===== src/rtl/ctx_tlb_pkg.sv =====
package ctx_tlb_pkg;

    localparam int CTX_W = 4;
    localparam int VPN_W = 5;
    localparam int PPN_W = 3;
    localparam int RGT_W = 2;
    localparam int ACC_W = 2;

    localparam logic [ACC_W-1:0] ACC_WRITE = 2'b01;
    localparam logic [ACC_W-1:0] ACC_FETCH = 2'b10;

    typedef struct packed {
        logic             vld;
        logic [CTX_W-1:0] ctx;
        logic [VPN_W-1:0] vpn;
        logic [PPN_W-1:0] ppn;
        logic [RGT_W-1:0] rgt;
    } tlb_ent_t;

    // bit 0 of the rights grants writes, bit 1 grants fetches; reads always pass
    function automatic logic acc_denied(input logic [ACC_W-1:0] acc,
                                        input logic [RGT_W-1:0] rgt);
        logic deny;
        deny = 1'b0;
        if (acc == ACC_WRITE) deny = !rgt[0];
        if (acc == ACC_FETCH) deny = !rgt[1];
        return deny;
    endfunction

endpackage


===== src/rtl/ctx_tlb_match.sv =====
module ctx_tlb_match
    import ctx_tlb_pkg::*;
#(
    parameter int ENTRIES = 8,
    localparam int IDX_W = $clog2(ENTRIES)
) (
    input  logic                      clk,
    input  logic                      rst_n,
    input  tlb_ent_t [ENTRIES-1:0]    ents,
    input  logic     [VPN_W-1:0]      lk_vpn,
    input  logic     [CTX_W-1:0]      lk_ctx,
    output logic                      hit,
    output logic     [IDX_W-1:0]      hit_idx,
    output tlb_ent_t                  hit_ent
);

    logic [ENTRIES-1:0] hit_vec;

    // one comparator per line: valid, page and context must all agree
    for (genvar g = 0; g < ENTRIES; g++) begin : g_cmp
        assign hit_vec[g] = ents[g].vld
                          && (ents[g].vpn == lk_vpn)
                          && (ents[g].ctx == lk_ctx);
    end

    always_comb begin
        hit     = |hit_vec;
        hit_idx = '0;
        for (int i = 0; i < ENTRIES; i++) begin
            if (hit_vec[i]) hit_idx = IDX_W'(i);
        end
        hit_ent = ents[hit_idx];
    end

    AST_HIT_UNIQUE: assert property (@(posedge clk) disable iff (!rst_n)
        $onehot0(hit_vec));

endmodule


===== src/rtl/ctx_tlb_lru.sv =====
module ctx_tlb_lru #(
    parameter int ENTRIES = 8,
    localparam int IDX_W = $clog2(ENTRIES),
    localparam int AGE_W = $clog2(ENTRIES)
) (
    input  logic               clk,
    input  logic               rst_n,
    input  logic               touch,
    input  logic [IDX_W-1:0]   touch_idx,
    input  logic [ENTRIES-1:0] vld_vec,
    output logic [IDX_W-1:0]   victim_idx
);

    localparam logic [AGE_W-1:0] AGE_OLDEST = AGE_W'(ENTRIES - 1);

    typedef struct packed {
        logic [ENTRIES-1:0][AGE_W-1:0] age;
    } lru_st_t;

    lru_st_t            st_d, st_q;
    logic [ENTRIES-1:0] oldest_vec;
    logic [IDX_W-1:0]   lru_idx;
    logic [IDX_W-1:0]   free_idx;
    logic               any_free;

    always_comb begin
        st_d = st_q;
        // ages form a permutation: the touched line becomes 0, younger ones step up
        if (touch) begin
            for (int i = 0; i < ENTRIES; i++) begin
                if (IDX_W'(i) == touch_idx)
                    st_d.age[i] = '0;
                else if (st_q.age[i] < st_q.age[touch_idx])
                    st_d.age[i] = st_q.age[i] + 1'b1;
            end
        end

        lru_idx = '0;
        for (int i = 0; i < ENTRIES; i++) begin
            oldest_vec[i] = (st_q.age[i] == AGE_OLDEST);
            if (oldest_vec[i]) lru_idx = IDX_W'(i);
        end

        // a free line wins over the oldest valid one; lowest index first
        any_free = 1'b0;
        free_idx = '0;
        for (int i = ENTRIES - 1; i >= 0; i--) begin
            if (!vld_vec[i]) begin
                any_free = 1'b1;
                free_idx = IDX_W'(i);
            end
        end
        victim_idx = any_free ? free_idx : lru_idx;
    end

    always_ff @(posedge clk) begin
        if (!rst_n) begin
            for (int i = 0; i < ENTRIES; i++) st_q.age[i] <= AGE_W'(i);
        end else begin
            st_q <= st_d;
        end
    end

    AST_ONE_OLDEST: assert property (@(posedge clk) disable iff (!rst_n)
        $onehot(oldest_vec));

    AST_TOUCH_YOUNGEST: assert property (@(posedge clk) disable iff (!rst_n)
        touch |=> (st_q.age[$past(touch_idx)] == '0));

endmodule


===== src/rtl/ctx_tlb.sv =====
module ctx_tlb
    import ctx_tlb_pkg::*;
#(
    parameter int ENTRIES = 8,
    localparam int IDX_W = $clog2(ENTRIES)
) (
    input  logic             clk,
    input  logic             rst_n,
    input  logic             req_valid,
    output logic             req_ready,
    input  logic [VPN_W-1:0] req_vpn,
    input  logic [CTX_W-1:0] req_ctx,
    input  logic [ACC_W-1:0] req_acc,
    output logic             resp_valid,
    output logic [PPN_W-1:0] resp_ppn,
    output logic             resp_denied,
    output logic             resp_pfault,
    output logic             walk_req,
    output logic [VPN_W-1:0] walk_vpn,
    output logic [CTX_W-1:0] walk_ctx,
    input  logic             walk_done,
    input  logic [PPN_W-1:0] walk_ppn,
    input  logic [RGT_W-1:0] walk_rights,
    input  logic             walk_fault,
    input  logic             flush_all,
    input  logic             flush_ctx,
    input  logic [CTX_W-1:0] flush_ctx_id
);

    typedef struct packed {
        tlb_ent_t [ENTRIES-1:0] ents;
        logic                   busy;
        logic [VPN_W-1:0]       h_vpn;
        logic [CTX_W-1:0]       h_ctx;
        logic [ACC_W-1:0]       h_acc;
    } tlb_st_t;

    tlb_st_t            st_d, st_q;
    logic               flush_any;
    logic               req_fire;
    logic               done_fire;
    logic               fill_fire;
    logic               hit;
    logic [IDX_W-1:0]   hit_idx;
    tlb_ent_t           hit_ent;
    logic [IDX_W-1:0]   victim_idx;
    logic               touch;
    logic [IDX_W-1:0]   touch_idx;
    logic [ENTRIES-1:0] vld_vec;

    ctx_tlb_match #(.ENTRIES(ENTRIES)) u_match (
        .clk     (clk),
        .rst_n   (rst_n),
        .ents    (st_q.ents),
        .lk_vpn  (req_vpn),
        .lk_ctx  (req_ctx),
        .hit     (hit),
        .hit_idx (hit_idx),
        .hit_ent (hit_ent)
    );

    ctx_tlb_lru #(.ENTRIES(ENTRIES)) u_lru (
        .clk        (clk),
        .rst_n      (rst_n),
        .touch      (touch),
        .touch_idx  (touch_idx),
        .vld_vec    (vld_vec),
        .victim_idx (victim_idx)
    );

    always_comb begin
        for (int i = 0; i < ENTRIES; i++) vld_vec[i] = st_q.ents[i].vld;

        flush_any = flush_all || flush_ctx;
        req_ready = !st_q.busy && !flush_any;
        req_fire  = req_valid && req_ready;
        done_fire = st_q.busy && walk_done;
        fill_fire = done_fire && !walk_fault && !flush_any;

        // response: refill answer or same-cycle hit, never both
        resp_valid  = 1'b0;
        resp_ppn    = '0;
        resp_denied = 1'b0;
        resp_pfault = 1'b0;
        if (done_fire) begin
            resp_valid  = 1'b1;
            resp_pfault = walk_fault;
            resp_ppn    = walk_fault ? '0 : walk_ppn;
            resp_denied = !walk_fault && acc_denied(st_q.h_acc, walk_rights);
        end else if (req_fire && hit) begin
            resp_valid  = 1'b1;
            resp_ppn    = hit_ent.ppn;
            resp_denied = acc_denied(req_acc, hit_ent.rgt);
        end

        touch     = (req_fire && hit) || fill_fire;
        touch_idx = fill_fire ? victim_idx : hit_idx;

        st_d = st_q;
        if (req_fire && !hit) begin
            st_d.busy  = 1'b1;
            st_d.h_vpn = req_vpn;
            st_d.h_ctx = req_ctx;
            st_d.h_acc = req_acc;
        end
        if (done_fire) st_d.busy = 1'b0;
        if (fill_fire) begin
            st_d.ents[victim_idx].vld = 1'b1;
            st_d.ents[victim_idx].ctx = st_q.h_ctx;
            st_d.ents[victim_idx].vpn = st_q.h_vpn;
            st_d.ents[victim_idx].ppn = walk_ppn;
            st_d.ents[victim_idx].rgt = walk_rights;
        end
        for (int i = 0; i < ENTRIES; i++) begin
            if (flush_all) st_d.ents[i].vld = 1'b0;
            if (flush_ctx && (st_q.ents[i].ctx == flush_ctx_id))
                st_d.ents[i].vld = 1'b0;
        end
    end

    assign walk_req = st_q.busy;
    assign walk_vpn = st_q.h_vpn;
    assign walk_ctx = st_q.h_ctx;

    always_ff @(posedge clk) begin
        if (!rst_n) st_q <= '0;
        else        st_q <= st_d;
    end

    AST_READY_LOW_BUSY: assert property (@(posedge clk) disable iff (!rst_n)
        walk_req |-> !req_ready);

    AST_WALK_HELD: assert property (@(posedge clk) disable iff (!rst_n)
        (walk_req && !walk_done) |=> (walk_req && $stable(walk_vpn) && $stable(walk_ctx)));

    AST_MISS_WALKS: assert property (@(posedge clk) disable iff (!rst_n)
        (req_valid && req_ready && !resp_valid) |=> walk_req);

    AST_FLUSH_ALL_EMPTY: assert property (@(posedge clk) disable iff (!rst_n)
        flush_all |=> (vld_vec == '0));

    AST_FAULT_NO_FILL: assert property (@(posedge clk) disable iff (!rst_n)
        (walk_req && walk_done && walk_fault && !flush_all && !flush_ctx)
        |=> $stable(vld_vec));

    AST_FAULT_NOT_DENIED: assert property (@(posedge clk) disable iff (!rst_n)
        resp_pfault |-> (resp_valid && !resp_denied));

endmodule


===== config.mk =====
export PLATFORM = sky130hd
export DESIGN_NAME = ctx_tlb
export DESIGN_NICKNAME = d
export VERILOG_FILES = /design/src/rtl/ctx_tlb_pkg.sv /design/src/rtl/ctx_tlb_match.sv /design/src/rtl/ctx_tlb_lru.sv /design/src/rtl/ctx_tlb.sv
export SDC_FILE = /design/constraint.sdc
export NUM_CORES = 1
export LEC_CHECK = 0
export CORE_ASPECT_RATIO = 1.75
export CORE_UTILIZATION = 50
export DETAILED_ROUTE_END_ITERATION = 10
export PLACE_DENSITY = 0.68
export SLEW_MARGIN = 20
export SYNTH_ARGS = -nofsm -noshare
export SYNTH_HDL_FRONTEND = slang
export SYNTH_SLANG_ARGS = --single-unit

===== constraint.sdc =====
create_clock -name clk -period 6.85 [get_ports clk]
set_clock_uncertainty 0.15 [all_clocks]
set_input_delay 1.37 -clock clk [delete_from_list [all_inputs] [get_ports clk]]
set_output_delay 1.37 -clock clk [all_outputs]
set_load 0.01 [all_outputs]

==> implementation parameters <==
Parameter                              Value

Run status
  Outcome    completed

Clock tree
  Insertion delay of the later-clocked pin in the worst-skew pair    440 ps
  TritonCTS clock tree    done
  Longest Clk Path Bufs    2
  Total clock buffers created by CTS    17
  Number of buffers inserted by hold repair at cts    0
  Clock root buffer master    sky130_fd_sc_hd__clkbuf_16
  Reg clk slew, reported paths    60 ps
  Number of clock sinks    between 150 and 200
  Number of buffers inserted by post-CTS setup repair    0
  Level count of the clock H-tree    4

Timing
  Finish-stage setup viols    0
  Final number of max-transition violations    0
  Headroom to the max-slew limit    25.8%
  Final sum of negative setup slack    0 ps
  Transition time of the tightest slew-check pin    1110 ps
  Achievable frequency    approximately 150 MHz
  Minimum clock period after layout    roughly 6600 ps
  Tcrit/Tclk final    ~97%
  Setup repair after global routing missed its margin    false
  Final number of hold-violating endpoints    0

Power and ir drop
  Peak ir drop on the vdd network    between 150 and 200 µV
  Switch Pwr    0.000449 W
  Portion of total power attributed to combinational logic    5.8%
  Share of power burned in the clock network    49.2%
  Seq pwr share    between 40% and 50%
  Net Sw Frac    22.1%
  Leak pwr    3.65 nW
  Pwr per Cell Area    199 nW/µm²
  Internal power summed over all cells    0.00159 W

Synthesis
  Post-Syn Area per Cell    around 8.4 µm²
  Share of async-settable or async-resettable flops after synthesis    0%
  Post-synth cell types    73
  Largest cells by area after synthesis    sky130_fd_sc_hd__dfxtp_1, sky130_fd_sc_hd__mux2i_1, sky130_fd_sc_hd__xnor2_1, sky130_fd_sc_hd__nand2_1, sky130_fd_sc_hd__nor2b_1
  Nets in the synthesized netlist    1,105
  Commonest register cell after synthesis    sky130_fd_sc_hd__dfxtp_1
  Count of mapped cells out of synthesis    about 1,100
  Number of enable-type register cells in the synthesized netlist    0
  Dominant cell type by area after synthesis    sky130_fd_sc_hd__dfxtp_1
  Area fraction of the dominant cell type after synthesis    35.1%
  Number of flip-flops and latches in the synthesized netlist    156
  Ys Warns    0
  Post-synthesis instance area    slightly below 9000 µm²
  Proportion of synthesized chip area in sequential cells    35.1%

Final layout
  Final #Nets    1,122
  Antenna cell count    0
  Sequential cell area    about 3100 µm²
  Final core area utilization    approximately 58%
  Fraction of layout cells with a size suffix above 1    9.03%
  Area occupied by multi-input gates    5430 µm²
  # fillers    1,628
  Area Overhead vs Synth    14.6%

Floorplanning
  Starting density of the core    51.0%
  Area of the die    about 18,000 µm²
  Core footprint    between 15,000 and 20,000 µm²
  Width of the chip    103 µm
  I/O pin count    44
  Cell Rows    64
  Die span in y    approximately 180 µm

Critical path
  Reg2reg setup slack    1910 ps
  Origin of the critical flop-to-flop path    u_lru.st_q[9]
  Arrival time worst endpoint    5100 ps
  Worst Setup Path Type    in2out
  Cells traversed along the worst timing path    clkdlybuf4s50_1 > buf_4 > xnor2_1 > nand2_1 > nor3_2 > nor2_1 > nand2_1 > buf_12 > mux2_2 > o21ai_0 > a22oi_1 > a211o_1 > o21ai_0 > clkdlybuf4s50_1
  Slowest stage cell, crit path    sky130_fd_sc_hd__clkdlybuf4s50_1
  Delay of the slowest cell on the worst path    590 ps
  Endpoint required time on the critical path    5330 ps
  Launching instance or port of the critical path    req_vpn[0]
  Largest delay share family, worst path    buffers and inverters
  Capturing point of the worst reg2reg path    u_lru.st_q[22]
  Critical Path Fanout Max    21
  Cell depth of the worst flop-to-flop path    16
  Category of the worst setup path capture point    primary output
  Kind of launch point of the worst setup path    input port
  Buffers & Inverters on Critical Path    4

Placed design
  Buffers added on ports    43
  Hpwl dp    19,000 µm
  Final weighted congestion in routability-driven placement    0.954

Route
  Final Routed Wirelength    ~26,000 µm
  Drt pass-1 iters    4
  Number of violations reported at the end of detailed-routing iteration 0    between 300 and 400
  Via count    7,591
  Average routed wire per standard cell    19.9 µm
  Number of remaining DRC errors    0
  Drt via density    5.77
  ANT nets after route    0

GRT
  Overall fraction of global-route tracks in use    30.0%
  Number of global-route vias before repair    7,509
  Met3 layer usage reported by global route    about 4.7%
  Initial antenna violation count    0
  Grt total ovfl    0
  GRT busiest layer    met2
  Met1 track utilization from global routing    32.1%
  Fraction of met2 tracks used by global routing    51.6%
  Maximum number of pins on one net before global-route repair    56
  First-pass GRT wire length    between 40,000 and 50,000 µm

Min path
  Worst Hold Launch    st_q[89]
  Depth of the worst hold-timing path    2
  Worst min-delay path class    reg2reg
  Hold Path End    st_q[89]

Job
  Count of maximum capacitance violations    0
==> worst register-to-register path, delay by kind of cell, from the launching register on <==
kind | cells | cell delay, ps
adders and majority gates | 3 | 870
DFF | 1 | 390
and+or+nand+nor | 3 | 710
AOI/OAI and AO/OA | 10 | 2720
==> layout make-up <==
type,count,area share [%]
Clock buffer,23,4.88
Sequential cell,156,30.6
Inverter,7,0.257
Multi-Input combinational cell,811,53.2
Clock inverter,9,1.30
Tap cell,231,2.83
Timing Repair Buffer,79,6.94
==> how the worst max path moves through the flow <==
stage,slack (ps),end,cells after the start
final,230,resp_denied,14
after global routing,90,resp_denied,14
after CTS,50,resp_denied,14
after detailed placement,100,resp_denied,14
after global placement,110,resp_denied,14
after floorplan,1090,resp_ppn[1],12
==> layer usage <==
metal  share of wire (%)  vias to the layer above
met2                  50                      182
met4                 7.7                        0
met1                  39                     3614
li1                    -                     3696
met5                   0                        -
met3                 3.3                       99
==> cells in the final DEF, fill, tap and decap left out, types with 9 or more instances in the layout <==
| cell type | netlist | layout |
|---|---|---|
| sky130_fd_sc_hd__a21oi_1 | 45 | 45 |
| sky130_fd_sc_hd__ha_1 | 23 | 23 |
| sky130_fd_sc_hd__nor3_1 | 23 | 20 |
| sky130_fd_sc_hd__mux2i_1 | 89 | 89 |
| sky130_fd_sc_hd__nand4_1 | 17 | 17 |
| sky130_fd_sc_hd__nor2_1 | 72 | 69 |
| sky130_fd_sc_hd__buf_4 | 9 | 35 |
| sky130_fd_sc_hd__nand3_1 | 10 | 9 |
| sky130_fd_sc_hd__o21ai_0 | 29 | 29 |
| sky130_fd_sc_hd__a21boi_0 | 39 | 39 |
| sky130_fd_sc_hd__clkbuf_16 | 0 | 17 |
| sky130_fd_sc_hd__xor2_1 | 32 | 32 |
| sky130_fd_sc_hd__a211oi_1 | 11 | 11 |
| sky130_fd_sc_hd__xnor2_1 | 72 | 72 |
| sky130_fd_sc_hd__nand2_1 | 166 | 166 |
| sky130_fd_sc_hd__clkdlybuf4s50_1 | 0 | 42 |
| sky130_fd_sc_hd__dfxtp_1 | 156 | 156 |
| sky130_fd_sc_hd__nor2b_1 | 50 | 50 |
==> power groups by stage <==
stage / logic, W / registers, W / clock network (W)
2_1_floorplan: 0.0000790 / 0.000931 / 0
3_5_place_dp: 0.000117 / 0.000936 / 0
6_report: 0.000118 / 0.000916 / 0.00100
3_3_place_gp: 0.000117 / 0.000936 / 0
4_1_cts: 0.000118 / 0.000916 / 0.00101
5_1_grt: 0.000126 / 0.000916 / 0.00106
==> registers in the layout, summed over array words and instances (netlist names) <==
signal and flops:
st_q 122, u_lru.st_q 24, walk_ctx 4, walk_req 1, walk_vpn 5
==> cells by family after synthesis <==
family                   after synthesis  share of synthesized area [%]
AND/OR/NAND/NOR                      390                           20.7
flip-flops                           156                           35.1
XOR/XNOR                             104                           10.2
adder cells (fa/ha/maj)               25                           3.47
multiplexers                          91                           10.3
buffers and inverters                 88                           4.38
AO/OA/AOI/OAI                        201                           15.9
==> per-stage QoR <==
stage	power (W)	cells	hold WS, ps	setup WS (ps)	cell area (µm²)
floorplan	0.00101	1055	277	1090	8910
global placement	0.00105	1284	289	115	9560
detailed placement	0.00105	1284	301	101	9560
CTS	0.00205	1316	310	50.4	10200
global route	0.00210	1316	328	85.3	10200
finish	0.00203	1316	306	226	10200
==> synthesized netlist by cell type, types with 9 or more instances <==
cell type and instances:
sky130_fd_sc_hd__a211oi_1 11, sky130_fd_sc_hd__a21boi_0 39, sky130_fd_sc_hd__a21oi_1 45, sky130_fd_sc_hd__buf_4 9, sky130_fd_sc_hd__clkbuf_1 64, sky130_fd_sc_hd__dfxtp_1 156, sky130_fd_sc_hd__ha_1 23, sky130_fd_sc_hd__mux2i_1 89
sky130_fd_sc_hd__nand2_1 166, sky130_fd_sc_hd__nand3_1 10, sky130_fd_sc_hd__nand4_1 17, sky130_fd_sc_hd__nor2_1 72, sky130_fd_sc_hd__nor2b_1 50, sky130_fd_sc_hd__nor3_1 23, sky130_fd_sc_hd__o21ai_0 29, sky130_fd_sc_hd__xnor2_1 72
sky130_fd_sc_hd__xor2_1 32
==> repair_timing <==
action,4_1_cts,5_1_grt
endpoints found under the setup margin,0,1
endpoints found under the hold margin,0,0
resized for setup,0,2
No activity file was read; power rests on OpenSTA's default activity.
